File: src/rtl/fib_pkg.sv
package fib_pkg;
    parameter int IDX_W = 5;
    parameter int RES_W = 21;

    typedef enum logic [1:0] {
        ST_IDLE = 2'd0,
        ST_STEP = 2'd1,
        ST_DONE = 2'd2
    } fib_state_t;
endpackage

File: src/rtl/fib_ctrl.sv
module fib_ctrl
    import fib_pkg::*;
(
    input  logic clk,
    input  logic rst,
    input  logic start,
    input  logic cnt_zero,
    input  logic cnt_one,
    output logic ready,
    output logic done,
    output logic load,
    output logic step,
    output logic clear
);
    fib_state_t state, state_nx;

    always_ff @(posedge clk or posedge rst) begin
        if (rst) state <= ST_IDLE;
        else     state <= state_nx;
    end

    always_comb begin
        state_nx = state;
        ready    = 1'b0;
        done     = 1'b0;
        load     = 1'b0;
        step     = 1'b0;
        clear    = 1'b0;
        unique case (state)
            ST_IDLE: begin
                ready = 1'b1;
                if (start) begin
                    load     = 1'b1;
                    state_nx = ST_STEP;
                end
            end
            ST_STEP: begin
                if (cnt_zero) begin
                    clear    = 1'b1;
                    state_nx = ST_DONE;
                end else if (cnt_one) begin
                    state_nx = ST_DONE;
                end else begin
                    step = 1'b1;
                end
            end
            ST_DONE: begin
                done     = 1'b1;
                state_nx = ST_IDLE;
            end
            default: state_nx = ST_IDLE;
        endcase
    end
endmodule

File: src/rtl/fib_datapath.sv
module fib_datapath #(
    parameter int IDX_W = 5,
    parameter int RES_W = 21
) (
    input  logic             clk,
    input  logic             rst,
    input  logic             load,
    input  logic             step,
    input  logic             clear,
    input  logic [IDX_W-1:0] index,
    output logic             cnt_zero,
    output logic             cnt_one,
    output logic [RES_W-1:0] newer
);
    localparam logic [IDX_W-1:0] CNT_ONE = IDX_W'(1);

    logic [RES_W-1:0] older_q, newer_q;
    logic [IDX_W-1:0] cnt_q;

    always_ff @(posedge clk or posedge rst) begin
        if (rst) begin
            older_q <= '0;
            newer_q <= '0;
            cnt_q   <= '0;
        end else if (load) begin
            older_q <= '0;
            newer_q <= RES_W'(1);
            cnt_q   <= index;
        end else if (clear) begin
            newer_q <= '0;
        end else if (step) begin
            newer_q <= newer_q + older_q;
            older_q <= newer_q;
            cnt_q   <= cnt_q - CNT_ONE;
        end
    end

    assign cnt_zero = (cnt_q == '0);
    assign cnt_one  = (cnt_q == CNT_ONE);
    assign newer    = newer_q;
endmodule

File: src/rtl/fib_calc.sv
module fib_calc
    import fib_pkg::*;
#(
    parameter int IW = IDX_W,
    parameter int RW = RES_W
) (
    input  logic          clk,
    input  logic          rst,
    input  logic          start,
    input  logic [IW-1:0] index,
    output logic          ready,
    output logic          done,
    output logic [RW-1:0] result
);
    logic load, step, clear, cnt_zero, cnt_one;

    fib_ctrl u_ctrl (
        .clk      (clk),
        .rst      (rst),
        .start    (start),
        .cnt_zero (cnt_zero),
        .cnt_one  (cnt_one),
        .ready    (ready),
        .done     (done),
        .load     (load),
        .step     (step),
        .clear    (clear)
    );

    fib_datapath #(.IDX_W(IW), .RES_W(RW)) u_dp (
        .clk      (clk),
        .rst      (rst),
        .load     (load),
        .step     (step),
        .clear    (clear),
        .index    (index),
        .cnt_zero (cnt_zero),
        .cnt_one  (cnt_one),
        .newer    (result)
    );
endmodule

File: config.mk
export PLATFORM = sky130hd
export DESIGN_NAME = fib_calc
export DESIGN_NICKNAME = d
export VERILOG_FILES = /design/src/rtl/fib_pkg.sv /design/src/rtl/fib_ctrl.sv /design/src/rtl/fib_datapath.sv /design/src/rtl/fib_calc.sv
export SDC_FILE = /design/constraint.sdc
export NUM_CORES = 1
export LEC_CHECK = 0
export BUFFER_PORTS_ARGS = -buffer_cell sky130_fd_sc_hd__buf_4
export CAP_MARGIN = 20
export CORE_MARGIN = 1.5
export CORE_UTILIZATION = 61
export CTS_BUF_LIST = sky130_fd_sc_hd__clkbuf_8
export DETAILED_ROUTE_END_ITERATION = 8
export PLACE_DENSITY = 0.84
export SLEW_MARGIN = 20
export SYNTH_ARGS = -nofsm -noshare
export SYNTH_HDL_FRONTEND = slang
export SYNTH_SLANG_ARGS = --single-unit
File: constraint.sdc
create_clock -name clk -period 3 [get_ports clk]
set_input_delay 0.45 -clock clk [delete_from_list [all_inputs] [get_ports clk]]
set_output_delay 0.45 -clock clk [all_outputs]
set_load 0.01 [all_outputs]
==> flow_metrics.py <==
metrics = {
    "run_status": {
        "status": "finished, final reports clean",
    },
    "sta": {
        "rsz0062_at_grt": "no",
        "layout_min_cycle_time_ns": 2.523,
        "finalHoldViolations": 0,
        "slew_violations": 0,
        "fmax_ghz": 0.3963,
        "finalCritPeriodShare_pct": 84.11,
        "fin_setup_tns_ns": 0,
        "maxSlewHeadroom_pct": 42.69,
        "worst_pin_slew_ns": 0.8586,
        "fin_hold_ws_ns": 0.2918,
        "finalSetupViolCount": 0,
        "clock_skew_ns": 0.008290,
    },
    "cts": {
        "cts_tree": "built",
        "postCtsSetupBuffers": 0,
        "cts.sinks": 49,
        "clockBufferDepth": 2,
        "postCtsHoldBufs": 0,
        "worstSkewPairLatency_ns": 0.31,
        "cts_resized": 0,
        "cts_htree_levels": 2,
        "root_buffer": "clkbuf_8",
        "clk_pin_slew_ns": 0.09,
        "cts_buffers": 5,
    },
    "placed_design": {
        "numPortBuffers": 30,
        "place_congestion": 0.9041,
        "dp_hpwl_mm": 4.447,
    },
    "power": {
        "p_seq_share_pct": 28.0,
        "p_comb_share_pct": 61.2,
        "p_leak_nw": 1.695,
        "power.density_nw_per_um2": 1324,
        "internal_power_w": 0.002461,
        "sw_frac_of_total_pct": 45.78,
        "switching_power_w": 0.002077,
        "clockPowerShare_pct": 10.8,
        "ir_worst_vdd_mv": 0.7102,
    },
    "drt": {
        "post_drt_wl_per_cell_um": 14.66,
        "wl_mm": 6.450,
        "first_pass_iters": 4,
        "ant_nets": 0,
        "viasPerCell": 5.657,
        "drt-initial-drc-count": 142,
        "via_count": 2489,
        "drcViolationCount": 0,
    },
    "worst_setup_path": {
        "r2r_cells": 10,
        "worstSetupStartpointType": "register",
        "crit_path_start": "u_dp.newer[0]",
        "critical_path_arrival_ns": 2.76,
        "cp-end-kind": "register",
        "crit_type": "reg2reg",
        "crit_end": "u_dp.newer[20]",
        "worst_ep_required_time_ns": 3.24,
        "reg2reg_from": "u_dp.newer[0]",
        "r2r_slack_ns": 0.48,
        "cp_max_fo": 5,
        "reg2reg_to": "u_dp.newer[20]",
    },
    "cells_and_area": {
        "layout.nets": 404,
        "area_delta_synth_final_pct": 13.08,
        "drive_above_1_share_pct": 14.75,
        "antenna_cells": 0,
    },
    "logic_synthesis": {
        "syn-cell-area_um2": 3032,
        "async_reset_ff_share_pct": 100.0,
        "yosys_warnings": 0,
        "yosysMostFrequentCell": "nand2_1",
        "ys_seq_area_share_pct": 40.45,
        "synthFlopType": "dfrtp_1",
        "synth_cells": 345,
        "synth.avg_cell_area_um2": 8.787,
        "synth_common_cells": "nand2_1 (83), dfrtp_1 (49), nand3_1 (24)",
        "yosys.area.top_type": "dfrtp_1",
        "synthTopCellsByArea": "dfrtp_1 (40%), nand2_1 (10%), ha_1 (9.5%)",
        "synth_edf_count": 0,
        "ys_types": 50,
        "ys_ff_latch": 49,
        "synth_top_area_share_pct": 40.45,
        "syn_nets": 377,
    },
    "floorplan": {
        "rows": 25,
        "die_x_um": 73.50,
        "start_util_pct": 63.76,
        "coreArea_um2": 4755,
        "die_area_um2": 5402,
        "ios": 31,
        "die_y_um": 73.50,
    },
    "grt": {
        "first_global_vias": 2334,
        "overflow": 0,
        "antenna_found_initial": 0,
        "grt_pass1_wl_mm": 10.90,
        "grt.total_usage_pct": 26.11,
        "grt_max_degree": 50,
    },
    "job": {
        "maxCapViolations": 0,
    },
    "hold_path": {
        "min_path_type": "in2async",
    },
}
[through the flow]
step	instance area [um^2]	setup WS, ns	total power, W	std cells	util, %
floorplan	3032	0.6125	0.003313	345	-
global placement	3311	0.5991	0.003914	432	69.63
detailed placement	3311	0.5134	0.004017	432	69.63
CTS	3427	0.4752	0.004537	440	72.08
global route	3428	0.3336	0.004937	440	72.11
finish	3428	0.4768	0.004538	440	72.11
[cells in the final DEF (no fill, tap or decap), types with 2 or more instances in the layout]
| master | synthesis | layout |
|---|---|---|
| buf_4 | 0 | 35 |
| and3_1 | 4 | 4 |
| nand2_1 | 83 | 83 |
| inv_1 | 9 | 9 |
| nor2b_1 | 3 | 3 |
| xnor2_1 | 12 | 12 |
| o221ai_1 | 2 | 2 |
| nor2_1 | 9 | 9 |
| a21oi_1 | 18 | 18 |
| xor2_1 | 10 | 10 |
| a31oi_1 | 3 | 3 |
| ha_1 | 23 | 23 |
| dfrtp_1 | 49 | 49 |
| o21ai_1 | 14 | 14 |
| nand3_1 | 24 | 24 |
| nand2b_1 | 2 | 2 |
| o211ai_2 | 2 | 2 |
| a21o_1 | 12 | 12 |
| o21bai_1 | 2 | 2 |
| clkbuf_8 | 0 | 6 |
| o21ai_0 | 18 | 18 |
| nor3_1 | 3 | 3 |
| a21oi_2 | 2 | 2 |
[cell type report]
| class | count | area, um^2 |
|---|---|---|
| clock buffers | 6 | 82.58 |
| clock inverters | 2 | 33.78 |
| inverters | 9 | 35.03 |
| well taps | 67 | 83.83 |
| multi-input cells | 272 | 1704 |
| repair buffers | 35 | 262.8 |
| fillers | 376 | 1326 |
| flip-flops and latches | 49 | 1226 |
[critical path, cell delays in order, from the launching register on]
cell,delay [ns]
dfrtp_1,0.41
ha_1,0.19
inv_1,0.06
fa_1,0.43
nor2b_4,0.15
o2111ai_2,0.15
a211oi_2,0.28
o211ai_2,0.13
nand3b_1,0.11
or4b_1,0.46
o211ai_2,0.08
[layer usage]
layer	share of wire [%]	vias up	GRT usage, %	wire (um)
li1	-	1258	-	-
met1	47	1166	35.01	3002
met2	48	51	42.44	3104
met3	3.5	14	5.624	227
met4	1.8	0	7.819	114
met5	0	-	0	0
[worst min-delay path by stage]
| stage | from | end | slack (ns) | cells past startpoint |
|---|---|---|---|---|
| finish | rst | u_dp.cnt_q[1] | 0.29 | 2 |
| global route | rst | u_dp.older_q[13] | 0.35 | 2 |
| CTS | index[1] | u_dp.cnt_q[1] | 0.37 | 2 |
| detailed placement | u_ctrl.state[1] | u_ctrl.state[1] | 0.47 | 1 |
| global placement | u_ctrl.state[1] | u_ctrl.state[1] | 0.47 | 1 |
| floorplan | u_ctrl.state[1] | u_ctrl.state[1] | 0.45 | 1 |
[flip-flops by register name (all words and copies together), names as in the netlist]
signal        flops
u_ctrl.state      2
u_dp.older_q     21
u_dp.newer       21
u_dp.cnt_q        5
[power by group through the flow]
stage | Clock [W] | Sequential (W) | Combinational, W
2_1_floorplan | 0 | 0.00128 | 0.00203
3_5_place_dp | 0 | 0.00128 | 0.00274
6_report | 0.000491 | 0.00127 | 0.00278
3_3_place_gp | 0 | 0.00126 | 0.00266
4_1_cts | 0.000497 | 0.00127 | 0.00277
5_1_grt | 0.000526 | 0.00131 | 0.00310
[kinds of logic after synthesis]
| kind of cell | Yosys count | share of synthesized area [%] |
|---|---|---|
| mux | 1 | 0.3714 |
| simple gates | 139 | 20.80 |
| flops | 49 | 40.45 |
| compound gates | 86 | 18.53 |
| buf+inv | 24 | 3.343 |
| xor+xnor | 22 | 6.356 |
| fa+ha+maj | 24 | 10.15 |
No activity file was read; power rests on OpenSTA's default activity.
